### src/rtl/spi_seq_pkg.sv
package spi_seq_pkg;

  typedef enum logic [2:0] {
    ST_IDLE,
    ST_XFER,
    ST_WAIT,
    ST_GAP,
    ST_FETCH
  } seqState_t;

  typedef struct packed {
    logic sendNew;
    logic useTx;
    logic resend;
    logic storeRx;
    logic clrBytes;
    logic addBytes;
  } seqStrobe_t;

endpackage

### src/rtl/spi_seq_ctrl.sv
module spi_seq_ctrl
  import spi_seq_pkg::*;
#(
  parameter int LEN_W       = 8,
  parameter int DLY_W       = 8,
  parameter int CLKS_PER_US = 100,
  parameter int SCK_CLKS    = 4
) (
  input  logic             clk,
  input  logic             rstN,
  input  logic             descValid,
  output logic             descReady,
  input  logic [LEN_W-1:0] descLen,
  input  logic             descHasTx,
  input  logic             descCsChange,
  input  logic [DLY_W-1:0] descDelayUs,
  input  logic             descLast,
  input  logic             engByteDone,
  input  logic             engCollide,
  input  logic             engFault,
  output logic             csN,
  output logic             msgDone,
  output logic             msgOk,
  output seqStrobe_t       strobe,
  output logic [LEN_W-1:0] curLen
);

  localparam int PRE_W = (CLKS_PER_US > 1) ? $clog2(CLKS_PER_US) : 1;
  localparam int GAP_W = (SCK_CLKS > 1) ? $clog2(SCK_CLKS) : 1;
  localparam logic [PRE_W-1:0] PRE_LAST = PRE_W'(CLKS_PER_US - 1);
  localparam logic [GAP_W-1:0] GAP_LOAD = GAP_W'(SCK_CLKS - 1);

  seqState_t        state;
  logic [LEN_W-1:0] remLen;
  logic [DLY_W-1:0] curDly, dlyCnt;
  logic [PRE_W-1:0] preCnt;
  logic [GAP_W-1:0] gapCnt;
  logic             curHasTx, curCsChg, curLast;
  logic             accept, byteOk, lastByte, delayOver;

  assign descReady = (state == ST_IDLE) || (state == ST_FETCH);
  assign accept    = descReady && descValid;
  // collision outranks fault, fault outranks byte completion
  assign byteOk    = (state == ST_XFER) && !engCollide && !engFault && engByteDone;
  assign lastByte  = (remLen == LEN_W'(1));
  assign delayOver = (state == ST_WAIT) && (dlyCnt == '0);

  always_comb begin
    strobe          = '0;
    strobe.sendNew  = accept || (byteOk && !lastByte);
    strobe.useTx    = accept ? descHasTx : curHasTx;
    strobe.resend   = (state == ST_XFER) && engCollide;
    strobe.storeRx  = byteOk;
    strobe.clrBytes = accept && (state == ST_IDLE);
    strobe.addBytes = delayOver;
  end

  always_ff @(posedge clk or negedge rstN) begin
    if (!rstN) begin
      state    <= ST_IDLE;
      csN      <= 1'b1;
      msgDone  <= 1'b0;
      msgOk    <= 1'b0;
      remLen   <= '0;
      curLen   <= '0;
      curDly   <= '0;
      dlyCnt   <= '0;
      preCnt   <= '0;
      gapCnt   <= '0;
      curHasTx <= 1'b0;
      curCsChg <= 1'b0;
      curLast  <= 1'b0;
    end else begin
      msgDone <= 1'b0;
      case (state)
        ST_IDLE, ST_FETCH: begin
          if (accept) begin
            remLen   <= descLen;
            curLen   <= descLen;
            curDly   <= descDelayUs;
            curHasTx <= descHasTx;
            curCsChg <= descCsChange;
            curLast  <= descLast;
            csN      <= 1'b0;
            state    <= ST_XFER;
          end
        end
        ST_XFER: begin
          if (engCollide) begin
            state <= ST_XFER;
          end else if (engFault) begin
            csN     <= 1'b1;
            msgDone <= 1'b1;
            msgOk   <= 1'b0;
            state   <= ST_IDLE;
          end else if (engByteDone) begin
            remLen <= remLen - LEN_W'(1);
            if (lastByte) begin
              dlyCnt <= curDly;
              preCnt <= '0;
              state  <= ST_WAIT;
            end
          end
        end
        ST_WAIT: begin
          if (delayOver) begin
            if (curLast) begin
              csN     <= 1'b1;
              msgDone <= 1'b1;
              msgOk   <= 1'b1;
              state   <= ST_IDLE;
            end else if (curCsChg) begin
              csN    <= 1'b1;
              gapCnt <= GAP_LOAD;
              state  <= ST_GAP;
            end else begin
              state <= ST_FETCH;
            end
          end else if (preCnt == PRE_LAST) begin
            preCnt <= '0;
            dlyCnt <= dlyCnt - DLY_W'(1);
          end else begin
            preCnt <= preCnt + PRE_W'(1);
          end
        end
        ST_GAP: begin
          if (gapCnt == '0) state <= ST_FETCH;
          else              gapCnt <= gapCnt - GAP_W'(1);
        end
        default: state <= ST_IDLE;
      endcase
    end
  end

  // chip select released whenever no message is active
  assert_idle_cs_high_R1: assert property (@(posedge clk) disable iff (!rstN)
    (state == ST_IDLE) |-> csN);

  // chip select held while bytes move
  assert_xfer_cs_low_R2: assert property (@(posedge clk) disable iff (!rstN)
    (state == ST_XFER) |-> !csN);

  // no exit from wait while delay remains
  assert_wait_hold_R6: assert property (@(posedge clk) disable iff (!rstN)
    (state == ST_WAIT && dlyCnt != '0) |=> (state == ST_WAIT));

  // chip select high during the separation gap
  assert_gap_cs_high_R8: assert property (@(posedge clk) disable iff (!rstN)
    (state == ST_GAP) |-> csN);

  // an error completion is always caused by a fault pulse
  assert_error_from_fault_R5: assert property (@(posedge clk) disable iff (!rstN)
    (msgDone && !msgOk) |-> $past(engFault));

endmodule

### src/rtl/spi_seq_dp.sv
module spi_seq_dp
  import spi_seq_pkg::*;
#(
  parameter int DATA_W = 8,
  parameter int LEN_W  = 8,
  parameter int CNT_W  = 16
) (
  input  logic              clk,
  input  logic              rstN,
  input  seqStrobe_t        strobe,
  input  logic [LEN_W-1:0]  curLen,
  input  logic [DATA_W-1:0] txData,
  output logic              txPop,
  output logic              engStart,
  output logic [DATA_W-1:0] engTxByte,
  input  logic [DATA_W-1:0] engRxByte,
  output logic [DATA_W-1:0] rxData,
  output logic              rxValid,
  output logic [CNT_W-1:0]  msgBytes
);

  logic [DATA_W-1:0] nextByte;

  assign txPop    = strobe.sendNew && strobe.useTx;
  assign nextByte = strobe.useTx ? txData : '0;

  always_ff @(posedge clk or negedge rstN) begin
    if (!rstN) begin
      engStart  <= 1'b0;
      engTxByte <= '0;
      rxData    <= '0;
      rxValid   <= 1'b0;
      msgBytes  <= '0;
    end else begin
      // resend leaves engTxByte untouched so the same byte goes out again
      engStart <= strobe.sendNew || strobe.resend;
      if (strobe.sendNew) engTxByte <= nextByte;
      rxValid <= strobe.storeRx;
      if (strobe.storeRx) rxData <= engRxByte;
      if (strobe.clrBytes)      msgBytes <= '0;
      else if (strobe.addBytes) msgBytes <= msgBytes + CNT_W'(curLen);
    end
  end

  // a collision relaunches the unchanged byte on the next cycle
  assert_resend_same_R4: assert property (@(posedge clk) disable iff (!rstN)
    strobe.resend |=> (engStart && $stable(engTxByte)));

  // a new byte and a resend are never requested together
  assert_single_launch_R3: assert property (@(posedge clk) disable iff (!rstN)
    $onehot0({strobe.sendNew, strobe.resend}));

  // a resend never consumes stream data
  assert_resend_no_pop_R4: assert property (@(posedge clk) disable iff (!rstN)
    strobe.resend |-> !txPop);

endmodule

### src/rtl/spi_msg_sequencer.sv
module spi_msg_sequencer
  import spi_seq_pkg::*;
#(
  parameter int DATA_W      = 8,
  parameter int LEN_W       = 8,
  parameter int DLY_W       = 8,
  parameter int CNT_W       = 16,
  parameter int CLKS_PER_US = 100,
  parameter int SCK_CLKS    = 4
) (
  input  logic              clk,
  input  logic              rstN,
  input  logic              descValid,
  output logic              descReady,
  input  logic [LEN_W-1:0]  descLen,
  input  logic              descHasTx,
  input  logic              descCsChange,
  input  logic [DLY_W-1:0]  descDelayUs,
  input  logic              descLast,
  input  logic [DATA_W-1:0] txData,
  output logic              txPop,
  output logic [DATA_W-1:0] rxData,
  output logic              rxValid,
  output logic              engStart,
  output logic [DATA_W-1:0] engTxByte,
  input  logic              engByteDone,
  input  logic [DATA_W-1:0] engRxByte,
  input  logic              engCollide,
  input  logic              engFault,
  output logic              csN,
  output logic              msgDone,
  output logic              msgOk,
  output logic [CNT_W-1:0]  msgBytes
);

  seqStrobe_t       strobe;
  logic [LEN_W-1:0] curLen;

  spi_seq_ctrl #(
    .LEN_W(LEN_W), .DLY_W(DLY_W), .CLKS_PER_US(CLKS_PER_US), .SCK_CLKS(SCK_CLKS)
  ) u_ctrl (
    .clk(clk), .rstN(rstN),
    .descValid(descValid), .descReady(descReady), .descLen(descLen),
    .descHasTx(descHasTx), .descCsChange(descCsChange),
    .descDelayUs(descDelayUs), .descLast(descLast),
    .engByteDone(engByteDone), .engCollide(engCollide), .engFault(engFault),
    .csN(csN), .msgDone(msgDone), .msgOk(msgOk),
    .strobe(strobe), .curLen(curLen)
  );

  spi_seq_dp #(
    .DATA_W(DATA_W), .LEN_W(LEN_W), .CNT_W(CNT_W)
  ) u_dp (
    .clk(clk), .rstN(rstN), .strobe(strobe), .curLen(curLen),
    .txData(txData), .txPop(txPop),
    .engStart(engStart), .engTxByte(engTxByte), .engRxByte(engRxByte),
    .rxData(rxData), .rxValid(rxValid), .msgBytes(msgBytes)
  );

endmodule

### config.mk
export PLATFORM = sky130hd
export DESIGN_NAME = spi_msg_sequencer
export DESIGN_NICKNAME = d
export VERILOG_FILES = /design/src/rtl/spi_seq_pkg.sv /design/src/rtl/spi_seq_ctrl.sv /design/src/rtl/spi_seq_dp.sv /design/src/rtl/spi_msg_sequencer.sv
export SDC_FILE = /design/constraint.sdc
export NUM_CORES = 1
export LEC_CHECK = 0
export BUFFER_PORTS_ARGS = -buffer_cell sky130_fd_sc_hd__buf_2
export CAP_MARGIN = 20
export CORE_UTILIZATION = 55
export DETAILED_ROUTE_END_ITERATION = 8
export PLACE_DENSITY = 0.8
export SLEW_MARGIN = 20
export SYNTH_ARGS = -nofsm -noshare
export SYNTH_HDL_FRONTEND = slang
export SYNTH_SLANG_ARGS = --single-unit
### constraint.sdc
create_clock -name clk -period 5 [get_ports clk]
set_input_delay 1 -clock clk [delete_from_list [all_inputs] [get_ports clk]]
set_output_delay 1 -clock clk [all_outputs]
set_load 0.01 [all_outputs]
# After elaboration in Yosys (flattened, before gate mapping)
# Cells that the tools add are included.
# totals
ff_bits	84
input_bits	41
out_inout_bits	39
word_cells	133
# op_classes
n_addsub	5
n_eq_ne	23
mux	55
n_reduce_logical	32
# op_table
cell	count
2-to-1 mux 8 bit	11
2-to-1 mux 7 bit	6
2-to-1 mux 16 bit	2
case mux 8 bit (2 select lines)	2
2-to-1 mux 3 bit	9
AND reduction 5 bit	4
adder 16 x 8 -> 16 bit	1
inequality test 2 bit, second input constant	8
subtractor 8 x 1 -> 8 bit, second input constant	2
2-to-1 mux 1 bit	15
case mux 7 bit (2 select lines)	1
inequality test 2 x 1 -> 1 bit, second input constant	6
case mux 3 bit (4 select lines)	1
AND reduction 6 bit	2
logical AND 1 bit	9
== test 8 x 1 -> 1 bit, second input constant	1
zero test 8 bit	1
2-to-1 mux 2 bit	4
nonzero test 2 bit	4
adder 7 x 1 -> 7 bit, second input constant	1
== test 7 bit, second input constant	1
AND reduction 7 bit	1
== test 3 x 2 -> 1 bit, second input constant	2
inequality test 4 x 3 -> 1 bit, second input constant	1
15 further kinds	20

# Longest topological paths before layout
# depth
word_depth	7
depth_mapped	8
depth_no_buf	7

# Hierarchy
# A second synthesis with hierarchy kept.
# unflattened
cells_unflattened	441
area_unflattened_um2	4568.1
# modules_own_cells
module	instances	cells_each	area_per_inst_um2	seq_area_each_um2
spi_seq_ctrl	1	267	2777.7	1252.5
spi_seq_dp	1	174	1790.5	850.8

# Worst setup path before layout
# No wires, ideal clock.
# synth_timing
path_type	input to output
startpoint	input engFault
endpoint	output txPop
arrival_time_ns	1.762
required_time_ns	4.000
setup_slack_ns	2.238
cell_stages	5
n_path_buf	0
cell_sequence	nor3b_1 -> nand3_1 -> inv_1 -> a21oi_1 -> nor2b_1
# synth_via
elab_chain_cells	6
# synth_rtl
item	line	source
start: declaration	spi_msg_sequencer.sv:29	input logic engFault,
zero test 1 bit	spi_seq_ctrl.sv:44	assign byteOk = (state == ST_XFER) && !engCollide && !engFault && engByteDone;
logical AND 1 bit (2 in series)	spi_seq_ctrl.sv:44	
logical AND 1 bit	spi_seq_ctrl.sv:50	strobe.sendNew = accept || (byteOk && !lastByte);
logical OR 1 bit	spi_seq_ctrl.sv:50	
logical AND 1 bit	spi_seq_dp.sv:24	assign txPop = strobe.sendNew && strobe.useTx;
end: declaration	spi_msg_sequencer.sv:21	output logic txPop,
# Every way passes these cells.

# Final worst setup path
# Same ends and word-level chain as after synthesis.

==> run_results.csv <==
group,metric,value,unit
clocking,clock_latency,370,ps
clocking,root_buffer,"clkbuf_8",
synth,syn_inst,473,
cells_and_area,n_antenna_cell,0,
synth,ys.flop_type,"dfrtp_1",
synth,synth.avg_cell_area,8.991,sq um
min_path,worstHoldPathType,"flip-flop to flip-flop",
sta,hold_viol,0,
synth,synth_nets,529,
placed_design,post-place-ws,1071,ps
setup_path,worst-path-max-fanout,18,
setup_path,r2r_setup_slack,2440,ps
power,power,2.641,mW
clocking,clock_sinks,84,
sta,tightest_slew,867.6,ps
setup_path,critical_path.most_common_cell,"buf_2",
cells_and_area,drive_gt1_frac,0.2054,
synth,yosysTopAreaCellShare,0.4884,
sta,setup_tns,0,ps
clocking,clk_path_buf_depth,2,
floorplanning,dieWidth,89.94,um
routing,routedWlPerCell,15.22,um
setup_path,slowest_stage,"inv_1",
sta,finalCriticalPeriod,3676,ps
cells_and_area,fin_nets,606,
run_status,status,"complete, no violations",
power,swShare,0.3823,
clocking,cts_tree,"yes",
floorplanning,pin_count,80,
setup_path,reg2reg_depth,7,
routing,first_pass_iters,5,
setup_path,critPathLaunchType,"primary input",
synth,netlist_area,0.004253,sq mm
sta,grt_setup_unrepaired,"false",
job,drv_cap,0,
clocking,cts_inserted_buffers,9,
sta,relSlewSlack,0.4194,
setup_path,crit_chain,"buf_2 -> nor3b_1 -> nand3_1 -> inv_1 -> a21oi_2 -> nor2b_1 -> buf_2",
sta,finClkSkew,9.055,ps
synth,synth_area_leaders,"dfrtp_1 (49%), nand2_1 (9.5%), o21ai_0 (5.3%), ha_1 (4.1%), nand3_1 (3.1%)",
synth,ys_seq_area_frac,0.4946,
floorplanning,rows,31,
cells_and_area,nFillCells,620,
global_routing,grt_pass1_vias,3546,
clocking,htreeDepth,3,
power,vdd_ir_drop_max,0.3252,mV
sta,setup_viol,0,
setup_path,crit_type,"primary input to output port",
clocking,cts_setup_buffers,0,
synth,yosysWarnings,0,
sta,maxSlewViolCount,0,
global_routing,overflow,0,
placed_design,port_buffers,79,
floorplanning,start_util,0.5771,
power,p_clk_frac,0.227,
sta,finalCritPeriodShare,0.7352,
routing,antenna_left,0,
power,pwr-share-seq,0.419,
sta,holdWs,483.4,ps
global_routing,grt_first_pass_wirelength,16610,um
routing,viasPerCell,5.758,
placed_design,hpwlAfterDp,7024,um
cells_and_area,final_cells,654,
global_routing,grt_max_degree,85,
routing,drc_errors,0,
sta,worst_slack,1324,ps
clocking,postCtsResizedCells,0,
global_routing,antenna_found_initial,0,
floorplanning,die-area,0.008088,sq mm
global_routing,grt_use_total,0.2556,
synth,yosysUniqueCellTypes,60,
setup_path,critPathMaxStageDelay,400,ps
synth,ys_ff_latch,84,
setup_path,crit_required,4000,ps
synth,yosys.area.top_type,"dfrtp_1",
power,p_comb_frac,0.353,
placed_design,place_inst,638,
routing,vias,3766,
clocking,clk_pin_slew,90,ps
power,power.internal,1.631,mW
power,p_switching,1.010,mW
synth,async_reset_ff_frac,1.000,
floorplanning,die_y,89.94,um
setup_path,r2r_start,"u_ctrl.dlyCnt[0]$_DFFE_PN0P_",
synth,synth_common_cells,"nand2_1 (108), dfrtp_1 (83), o21ai_0 (45)",
setup_path,cp-end-kind,"output port",
synth,synth_edf_count,0,
power,power_per_cell_area,528.8,mW/mm^2
power,power_leakage,2.454,nW
routing,drtIter0Drc,294,
floorplanning,core_area,0.007370,sq mm
synth,synth_most_common_cell,"nand2_1",
setup_path,r2r_end,"u_dp.msgBytes[10]$_DFFE_PN0P_",
routing,routed_wl,9951,um
placed_design,routabilityCongestion,0.8642,
setup_path,worstPathArrival,2680,ps
cells_and_area,syn_to_final_growth,17.45,%
sta,max_freq,272.0,MHz
setup_path,crit_start,"engFault",
clocking,holdBufCountCts,0,
setup_path,crit_end,"txPop",
-- layout by cell type, fill, tap and decap left out, types with 6 or more instances in the layout --
cell / instances
a21oi_1: 21
buf_2: 78
clkbuf_8: 10
dfrtp_1: 83
ha_1: 14
inv_1: 10
nand2_1: 108
nand3_1: 26
nor2_1: 34
nor3_1: 7
o21ai_0: 45
xnor2_1: 6
xor2_1: 7
-- stage by stage --
| step | util | cell area (sq um) |
|---|---|---|
| after floorplan | - | 4253 |
| after CTS | 0.6767 | 4987 |
| after global routing | 0.6778 | 4995 |
| after detailed placement | 0.6430 | 4738 |
| after global placement | 0.6430 | 4738 |
| final | 0.6778 | 4995 |
-- worst max-delay path: cells and delay by family --
family                 cells  cell delay [ps]
AOI/OAI and AO/OA          1              260
buffers and inverters      3              650
and+or+nand+nor            3              750
-- worst min-delay path by stage --
stage / cells past startpoint / slack [ps] / endpoint / startpoint
after global routing: 2 / 500 / u_dp.rxData[3]$_DFFE_PN0N_ / u_dp.rxData[3]$_DFFE_PN0N_
after floorplan: 2 / 440 / u_ctrl.curDly[1]$_DFFE_PN0P_ / u_ctrl.curDly[1]$_DFFE_PN0P_
final: 2 / 480 / u_dp.rxData[4]$_DFFE_PN0N_ / u_dp.rxData[4]$_DFFE_PN0N_
after global placement: 2 / 460 / u_dp.engTxByte[7]$_DFFE_PN0P_ / u_dp.engTxByte[7]$_DFFE_PN0P_
after CTS: 2 / 490 / u_dp.rxData[3]$_DFFE_PN0N_ / u_dp.rxData[3]$_DFFE_PN0N_
after detailed placement: 2 / 460 / u_ctrl.curDly[0]$_DFFE_PN0P_ / u_ctrl.curDly[0]$_DFFE_PN0P_
-- metal layers --
layer | global-route usage | vias up | share of wire
li1 | - | 1823 | -
met1 | 0.3471 | 1781 | 0.45
met2 | 0.4199 | 137 | 0.48
met3 | 0.03299 | 25 | 0.050
met4 | 0.1008 | 0 | 0.020
met5 | 0 | - | 0
-- registers in the layout, indices dropped and copies added (netlist names) --
| register | flops |
|---|---|
| u_ctrl.remLen | 8 |
| u_ctrl.gapCnt | 2 |
| u_ctrl.curLen | 8 |
| u_dp.msgBytes | 16 |
| u_ctrl.curLast | 1 |
| u_ctrl.curCsChg | 1 |
| u_ctrl.msgDone | 1 |
| u_dp.engTxByte | 8 |
| u_ctrl.msgOk | 1 |
| u_dp.rxData | 8 |
| u_ctrl.csN | 1 |
| u_ctrl.state | 3 |
| u_dp.engStart | 1 |
| u_ctrl.curHasTx | 1 |
| u_ctrl.preCnt | 7 |
| u_dp.rxValid | 1 |
| u_ctrl.dlyCnt | 8 |
| u_ctrl.curDly | 8 |
-- power groups by stage --
stage          registers, mW  clock network, mW  logic [mW]
6_report                1.11              0.600       0.933
5_1_grt                 1.14              0.632        1.05
4_1_cts                 1.10              0.604       0.930
3_5_place_dp            1.11                  0       0.921
3_3_place_gp            1.11                  0       0.886
2_1_floorplan           1.09                  0       0.633
-- layout make-up --
cell class,count,area (sq um),area share
well taps,99,123.9,0.02480
inverters,10,37.54,0.007515
clock buffers,10,137.6,0.02756
repair buffers,83,431.7,0.08642
clock inverters,6,111.4,0.02229
multi-input cells,362,2049,0.4103
flip-flops and latches,84,2103,0.4211
-- cell families (layout without fill, tap and decap cells) --
family | count (synthesis) | in the layout | synth area share
xor+xnor | 13 | 13 | 0.02677
mux | 5 | 5 | 0.01294
buf+inv | 27 | 109 | 0.02442
simple gates | 221 | 221 | 0.2418
flops | 84 | 84 | 0.4946
compound gates | 108 | 108 | 0.1536
fa+ha+maj | 15 | 15 | 0.04590
Power figures use the tool's default switching activity.
